--- src/rtl/pwm_override_arbiter.sv ---
module pwm_override_arbiter (
  input  logic       clk,
  input  logic       rst_n,
  input  logic       pwm_hi,
  input  logic       pwm_lo,
  input  logic       dt_en,
  input  logic       req_fault,
  input  logic       req_climit,
  input  logic       req_ffwd,
  input  logic       sync_in,
  input  logic [3:0] cfg_fault,
  input  logic [3:0] cfg_climit,
  input  logic [3:0] cfg_ffwd,
  output logic       out_hi,
  output logic       out_lo,
  output logic [1:0] win_code,
  output logic       sync_trig
);

  // bit order: 0 fault, 1 current limit, 2 feed-forward, 3 sync trigger
  logic [3:0] stg_a, stg_b;

  always_ff @(posedge clk or negedge rst_n) begin
    if (!rst_n) begin
      stg_a <= '0;
      stg_b <= '0;
    end else begin
      stg_a <= {sync_in, req_ffwd, req_climit, req_fault};
      stg_b <= stg_a;
    end
  end

  function automatic logic [3:0] pick(input logic [2:0] r, input logic [3:0] f,
                                      input logic [3:0] c, input logic [3:0] w);
    if (r[0])      pick = f;
    else if (r[1]) pick = c;
    else if (r[2]) pick = w;
    else           pick = 4'b0000;
  endfunction

  logic [3:0] raw_sel, syn_sel, act_sel;
  logic       kill_hi, kill_lo, drive_hi, drive_lo;

  assign raw_sel  = pick({req_ffwd, req_climit, req_fault}, cfg_fault, cfg_climit, cfg_ffwd);
  assign syn_sel  = pick(stg_b[2:0], cfg_fault, cfg_climit, cfg_ffwd);
  assign act_sel  = dt_en ? syn_sel : raw_sel;

  // inactive forcing: raw request, no clock involved
  assign kill_hi  = raw_sel[3] & ~raw_sel[1];
  assign kill_lo  = raw_sel[2] & ~raw_sel[0];
  // active forcing: raw or synchronized, per dt_en
  assign drive_hi = act_sel[3] & act_sel[1];
  assign drive_lo = act_sel[2] & act_sel[0];

  assign out_hi    = ~kill_hi & (drive_hi | pwm_hi);
  assign out_lo    = ~kill_lo & (drive_lo | pwm_lo);
  assign win_code  = req_fault ? 2'd1 : req_climit ? 2'd2 : req_ffwd ? 2'd3 : 2'd0;
  assign sync_trig = stg_b[3];

  assert_kill_hi_R4: assert property (@(posedge clk) disable iff (!rst_n)
    (req_fault && cfg_fault[3] && !cfg_fault[1]) |-> !out_hi);

  assert_kill_lo_R4: assert property (@(posedge clk) disable iff (!rst_n)
    (req_fault && cfg_fault[2] && !cfg_fault[0]) |-> !out_lo);

  assert_fault_first_R2: assert property (@(posedge clk) disable iff (!rst_n)
    req_fault |-> (win_code == 2'd1));

  assert_climit_second_R2: assert property (@(posedge clk) disable iff (!rst_n)
    (req_climit && !req_fault) |-> (win_code == 2'd2));

  assert_idle_pass_R9: assert property (@(posedge clk) disable iff (!rst_n)
    (!req_fault && !req_climit && !req_ffwd && stg_b[2:0] == 3'b000)
      |-> (out_hi == pwm_hi && out_lo == pwm_lo));

  assert_trig_delay_R8: assert property (@(posedge clk) disable iff (!rst_n)
    $rose(sync_trig) |-> $past(sync_in, 2));

endmodule

--- config.mk ---
export PLATFORM = sky130hd
export DESIGN_NAME = pwm_override_arbiter
export DESIGN_NICKNAME = d
export VERILOG_FILES = /design/src/rtl/pwm_override_arbiter.sv
export SDC_FILE = /design/constraint.sdc
export NUM_CORES = 1
export LEC_CHECK = 0
export BUFFER_PORTS_ARGS = -buffer_cell sky130_fd_sc_hd__buf_2
export CELL_PAD_IN_SITES_DETAIL_PLACEMENT = 1
export CELL_PAD_IN_SITES_GLOBAL_PLACEMENT = 2
export CORE_MARGIN = 2
export CORE_UTILIZATION = 21
export CTS_CLUSTER_SIZE = 24
export DETAILED_ROUTE_END_ITERATION = 10
export PLACE_DENSITY_LB_ADDON = 0.1
export RECOVER_POWER = 50
export SYNTH_ARGS = -nofsm -noshare
export SYNTH_HDL_FRONTEND = slang
export SYNTH_SLANG_ARGS = --single-unit
--- constraint.sdc ---
create_clock -name clk -period 1.3 [get_ports clk]
set_input_delay 0.195 -clock clk [delete_from_list [all_inputs] [get_ports clk]]
set_output_delay 0.195 -clock clk [all_outputs]
set_load 0.01 [all_outputs]
==> out/results.txt, run 1 <==
Post-synth EDFFs: 0
pin count of the biggest net entering global routing: 12
Finished Layout Cells: 99
Syn. warnings: 0
average size of a mapped cell: 10.2 µm²
clk_lat worst skew: 240 ps
DRT Pass-1 Iters: 3
fin. max-slew vios: 0
skew final: 4.11 ps
Worst setup EP type: output port
worst-path fanout max: 4
# H-tree levels: 1
Mapped Nets: 62
dominant synthesized flop cell: dfrtp_1
final WL: 1140 µm
pwr/cell area: 919 mW/mm²
Psw: 142 µW
Clock transition at path regs: 50 ps
Clock Power Share: 30.4%
dpl hpwl: 941 µm
Final WS setup: -317 ps
Initial DRC Count: 4
Num Clock Sinks: 8
Worst Path Class, Setup: reg2out
Layout area overhead: 49.9%
Via density: 4.36
DRC Markers: 0
diode count: 0
Final Critical Period: 1620 ps
FFs w/ async S/R, synth: 100%
std cell rows: 16
Die Span Y: 48.7 µm
Root Driver: clkbuf_4
Worst Max-Slew Pin Slew: 463 ps
Hold Path Class: in2reg
violated checks: setup timing
CTS max path bufs: 2
status: finished, violations left
CTS tree: built
I/O pin count: 26
first-pass GRT wire length: 2000 µm
vias in the first global route: 463
# setup viols final: 2
Peak VDD IR: 0.000577 V
#FFs+latches synth: 8
Seq/Total Area, Yosys: 47.8%
fillers: 249
Die W: 48.7 µm
Total Power: 577 µW
vias: 432
switching share of total power: 24.7%
WL/cell: 11.5 µm
fin nets: 95
Leak: 0.000287 µW
initial antenna violation count: 0
share of cells above drive strength 1: 47.2%
initial core utilization: 21.8%
CP Launch Type: flop
mapped cell area: 419 µm²
footprint of the multi-input gates: 214 µm²
Num CTS Buffers: 3
Worst slew margin: 69.2%
Pint: 435 µW
gr usage total: 11.1%
Arr. time, crit path: 1420 ps
Post-Place Cells: 95
sequential share of power: 46.4%
Post-DRT Antenna Nets: 0
CP required: 1110 ps
unrepaired setup endpoints after global routing: true
Yosys cell types: 23
combinational cell fraction of total power: 23.2%
Mapped Cells: 41
max_cap viols: 0
GP Congestion: 0.695
crit share post-route: 124%
most used cells in the layout excluding fill and tap cells: 22 x buf_2, 8 x dfrtp_1, 4 x nor2_1, 4 x clkbuf_1
Die ar.: 0.00237 mm²
most common cell after layout, fill and taps aside: buf_2
Placeable Area: 0.00192 mm²
f_max: 0.619 GHz
gr ovfl total: 0
I/O Buffers: 25
register area: 200 µm²
Final Hold Viols: 0
power groups by stage:
stage | clock (µW) | combinational [µW] | sequential, µW
2_1_floorplan | 0 | 60.5 | 271
3_3_place_gp | 0 | 136 | 271
3_5_place_dp | 0 | 134 | 272
4_1_cts | 188 | 138 | 268
5_1_grt | 196 | 152 | 269
6_report | 176 | 134 | 268
cells by family after synthesis:
group | count (synthesis) | share of synthesized area (%)
buf+inv | 3 | 2.98
flops | 8 | 47.8
compound gates | 16 | 29.3
simple gates | 14 | 20.0
what timing repair did:
action	CTS	global route
setup buffers	0	0
setup endpoints to repair	2	2
pin swaps	2	0
gates resized for setup	1	1
endpoints found under the hold margin	8	0
hold buffers	1	0
state kept, by name, summed over array words and instances (netlist names):
register / flops
stg_b: 4
stg_a: 4
final timing paths:
kind | startpoint | slack, ps | endpoint | depth (start not counted)
worst max register to register | stg_a[3]$_DFF_PN0_ | 830 | stg_b[3]$_DFF_PN0_ | 0
worst max-delay path | stg_b[1]$_DFF_PN0_ | -320 | out_hi | 5
min in group asynchronous | rst_n | 380 | stg_b[2]$_DFF_PN0_ | 2
worst min-delay path | sync_in | 60 | stg_a[3]$_DFF_PN0_ | 1
max in group asynchronous | rst_n | 630 | stg_b[3]$_DFF_PN0_ | 2
worst min register to register | stg_a[2]$_DFF_PN0_ | 340 | stg_b[2]$_DFF_PN0_ | 0
metrics by stage:
| step | setup TNS, ps | hold slack (ps) | cell area (µm²) | setup slack [ps] | utilization (%) |
|---|---|---|---|---|---|
| after floorplan | 0 | -101 | 419 | 79.9 | - |
| after global placement | -46.8 | 42.5 | 596 | -39.2 | 31.0 |
| after detailed placement | -58.1 | 40.5 | 596 | -55.5 | 31.0 |
| after CTS | -568 | 46.0 | 632 | -332 | 32.9 |
| after global routing | -753 | 49.4 | 628 | -443 | 32.7 |
| final | -534 | 58.5 | 628 | -317 | 32.7 |
routing by layer:
metal  GRT usage [%]  vias up  wire (µm)
li1                -      216          -
met1            13.3      202        482
met2            17.6       12        579
met3            3.70        2         65
met5               0        -          0
met4            5.71        0         10
final cells by class:
class	instances	share of cell area (%)
multi-input combinational	30	34.1
clock buffer	3	3.59
sequential	8	31.9
inverter	2	1.20
tap	27	5.38
timing repair buffer	29	23.9
Yosys cell counts (all sizes together), types with 2 or more instances:
cell	n	share of area, %
nor2	4	3.6
a21oi	6	8.1
nor2b	2	3.6
nand4b	2	4.2
a22o	2	4.2
nand3b	2	3.6
dfrtp	8	48
inv	2	1.8
critical path, stage by stage (launching register included):
cell	delay, ps
dfrtp_1	400
nand4b_1	200
a21oi_2	130
a31oi_1	60
a221oi_2	240
buf_2	160
(Power assumes the default switching activity.)
==> run 2: changes to the inputs <==
MAX_ROUTING_LAYER = met4   (was not set)
PLACE_DENSITY = 0.76   (was not set)
PLACE_DENSITY_LB_ADDON = not set   (was 0.1)
==> out/results.txt, run 2 (synthesized netlist as in run 1, its figures left out) <==
CP max-delay cell: dfrtp_1 (unchanged)
gr ovfl total: 0 (unchanged)
WL/cell: 11.7 µm (was 11.5 µm)
I/O Buffers: 25 (unchanged)
fin nets: 96 (was 95)
pin count of the biggest net entering global routing: 10 (was 12)
skew final: 0.132 ps (was 4.11 ps)
Worst Path Class, Setup: reg2out (unchanged)
vias: 426 (was 432)
std cell rows: 16 (unchanged)
dpl hpwl: 972 µm (was 941 µm)
Die W: 48.7 µm (unchanged)
footprint of the multi-input gates: 220 µm² (was 214 µm²)
Num CTS Buffers: 3 (unchanged)
Post-Place Cells: 95 (unchanged)
met1 GRT Util: 14.3% (was 13.3%)
R2R depth: 0 (unchanged)
Root Driver: clkbuf_4 (unchanged)
CTS tree: built (unchanged)
share of cells above drive strength 1: 49.3% (was 47.2%)
Worst slew margin: 72.1% (was 69.2%)
internal reg-to-reg setup slack: 830 ps (about the same)
I/O pin count: 26 (unchanged)
switching share of total power: 25.4% (was 24.7%)
Peak VDD IR: 0.000560 V (was 0.000577 V)
Hold Path Class: in2reg (unchanged)
fillers: 251 (was 249)
unrepaired setup endpoints after global routing: true (unchanged)
Final Hold Viols: 0 (unchanged)
met2 usage: 15.1% (was 17.6%)
most used cells in the layout excluding fill and tap cells: 22 x buf_2, 8 x dfrtp_1, 4 x nor2_1, 4 x clkbuf_1 (unchanged)
Clock transition at path regs: 50 ps (about the same)
most common cell after layout, fill and taps aside: buf_2 (unchanged)
initial antenna violation count: 0 (unchanged)
# setup viols final: 2 (unchanged)
DRC Markers: 0 (unchanged)
Top delay family on crit path: compound AO/OA/AOI/OAI gates (unchanged)
vias in the first global route: 433 (was 463)
Initial DRC Count: 1 (was 4)
cell count along the critical path: 5 (unchanged)
Clock Power Share: 30.4% (about the same)
Psw: 149 µW (was 142 µW)
first-pass GRT wire length: 1890 µm (was 2000 µm)
Total Power: 586 µW (was 577 µW)
Final Critical Period: 1630 ps (was 1620 ps)
register area: 200 µm² (unchanged)
largest registers: stg_a: 4 flops, stg_b: 4 flops (unchanged)
Arr. time, crit path: 1430 ps (was 1420 ps)
DP Worst Slack: -59.8 ps (was -55.5 ps)
diode count: 0 (unchanged)
Final WS setup: -326 ps (was -317 ps)
GR peak layer: met2 (unchanged)
initial core utilization: 21.8% (unchanged)
Pint: 438 µW (was 435 µW)
crit share post-route: 125% (was 124%)
CP bufs+invs: 1 (unchanged)
Hold Slack: 58.5 ps (about the same)
Min-Delay Path Depth: 1 (unchanged)
Leak: 0.000293 µW (was 0.000287 µW)
clk_lat worst skew: 240 ps (about the same)
largest incremental delay on the critical path: 380 ps (was 400 ps)
# H-tree levels: 1 (unchanged)
Placeable Area: 0.00192 mm² (unchanged)
Via density: 4.26 (was 4.36)
gr usage total: 10.6% (was 11.1%)
CP Cell Sequence: nand4b_1, a21oi_2, a31oi_1, a221oi_2, buf_2 (unchanged)
Die Span Y: 48.7 µm (unchanged)
worst-path fanout max: 3 (was 4)
DRT Pass-1 Iters: 3 (unchanged)
Finished Layout Cells: 100 (was 99)
f_max: 0.615 GHz (was 0.619 GHz)
max_cap viols: 0 (unchanged)
CP Launch Type: flop (unchanged)
final WL: 1170 µm (was 1140 µm)
CTS max path bufs: 2 (unchanged)
pwr/cell area: 914 mW/mm² (was 919 mW/mm²)
sequential share of power: 45.6% (was 46.4%)
Die ar.: 0.00237 mm² (unchanged)
violated checks: setup timing (unchanged)
combinational cell fraction of total power: 24.0% (was 23.2%)
GP Congestion: 0.646 (was 0.695)
Layout area overhead: 53.1% (was 49.9%)
routing usage on met3: 2.78% (was 3.70%)
Post-DRT Antenna Nets: 0 (unchanged)
CP required: 1110 ps (about the same)
Worst Max-Slew Pin Slew: 419 ps (was 463 ps)
Worst setup EP type: output port (unchanged)
Num Clock Sinks: 8 (unchanged)
status: finished, violations left (unchanged)
fin. max-slew vios: 0 (unchanged)
-- run 2: cell types whose count changed in the layout (fill, tap and decap cells not counted) --
cell and delta:
a311oi_2 +1, a311oi_1 -1, buf_4 +1
-- run 2: power groups by stage --
stage	Combinational [µW]	Sequential, µW	Clock (µW)
after floorplan	60.5	271	0
after global placement	134	271	0
after detailed placement	136	272	0
after CTS	140	268	186
after global routing	157	268	202
final	141	267	179
-- run 2: through the flow --
| stage | TNS (ps) | utilization [%] | cell area [µm²] |
|---|---|---|---|
| after detailed placement | -90.2 | 31.0 | 596 |
| after global routing | -800 | 33.4 | 642 |
| after CTS | -603 | 32.9 | 632 |
| after floorplan | 0 | - | 419 |
| final | -601 | 33.4 | 642 |
| after global placement | -38.7 | 31.0 | 596 |
-- run 2: layer usage --
layer	vias up	routed length, µm
li1	220	-
met1	189	547
met2	17	527
met3	0	97
met4	0	0
met5	-	0
-- run 2: area by class of cell --
class                   instances  area share (%)
flip-flops and latches          8            31.2
inverters                       2            1.17
multi-input cells              30            34.3
well taps                      27            5.26
clock buffers                   3            3.51
repair buffers                 30            24.6
-- run 2: worst paths after layout --
check                                     end                from
min in group asynchronous  stg_b[1]$_DFF_PN0_               rst_n
hold reg to reg            stg_b[2]$_DFF_PN0_  stg_a[2]$_DFF_PN0_
setup reg to reg           stg_b[0]$_DFF_PN0_  stg_a[0]$_DFF_PN0_
max in group asynchronous  stg_b[2]$_DFF_PN0_               rst_n
hold / removal             stg_a[3]$_DFF_PN0_             sync_in
setup / recovery                       out_hi  stg_b[1]$_DFF_PN0_
-- run 2: timing repair --
action,CTS,global route
endpoints found under the setup margin,2,2
gates resized for setup,1,2
endpoints found under the hold margin,8,0
pin swaps,2,2
setup buffers,0,1
hold buffers,1,0
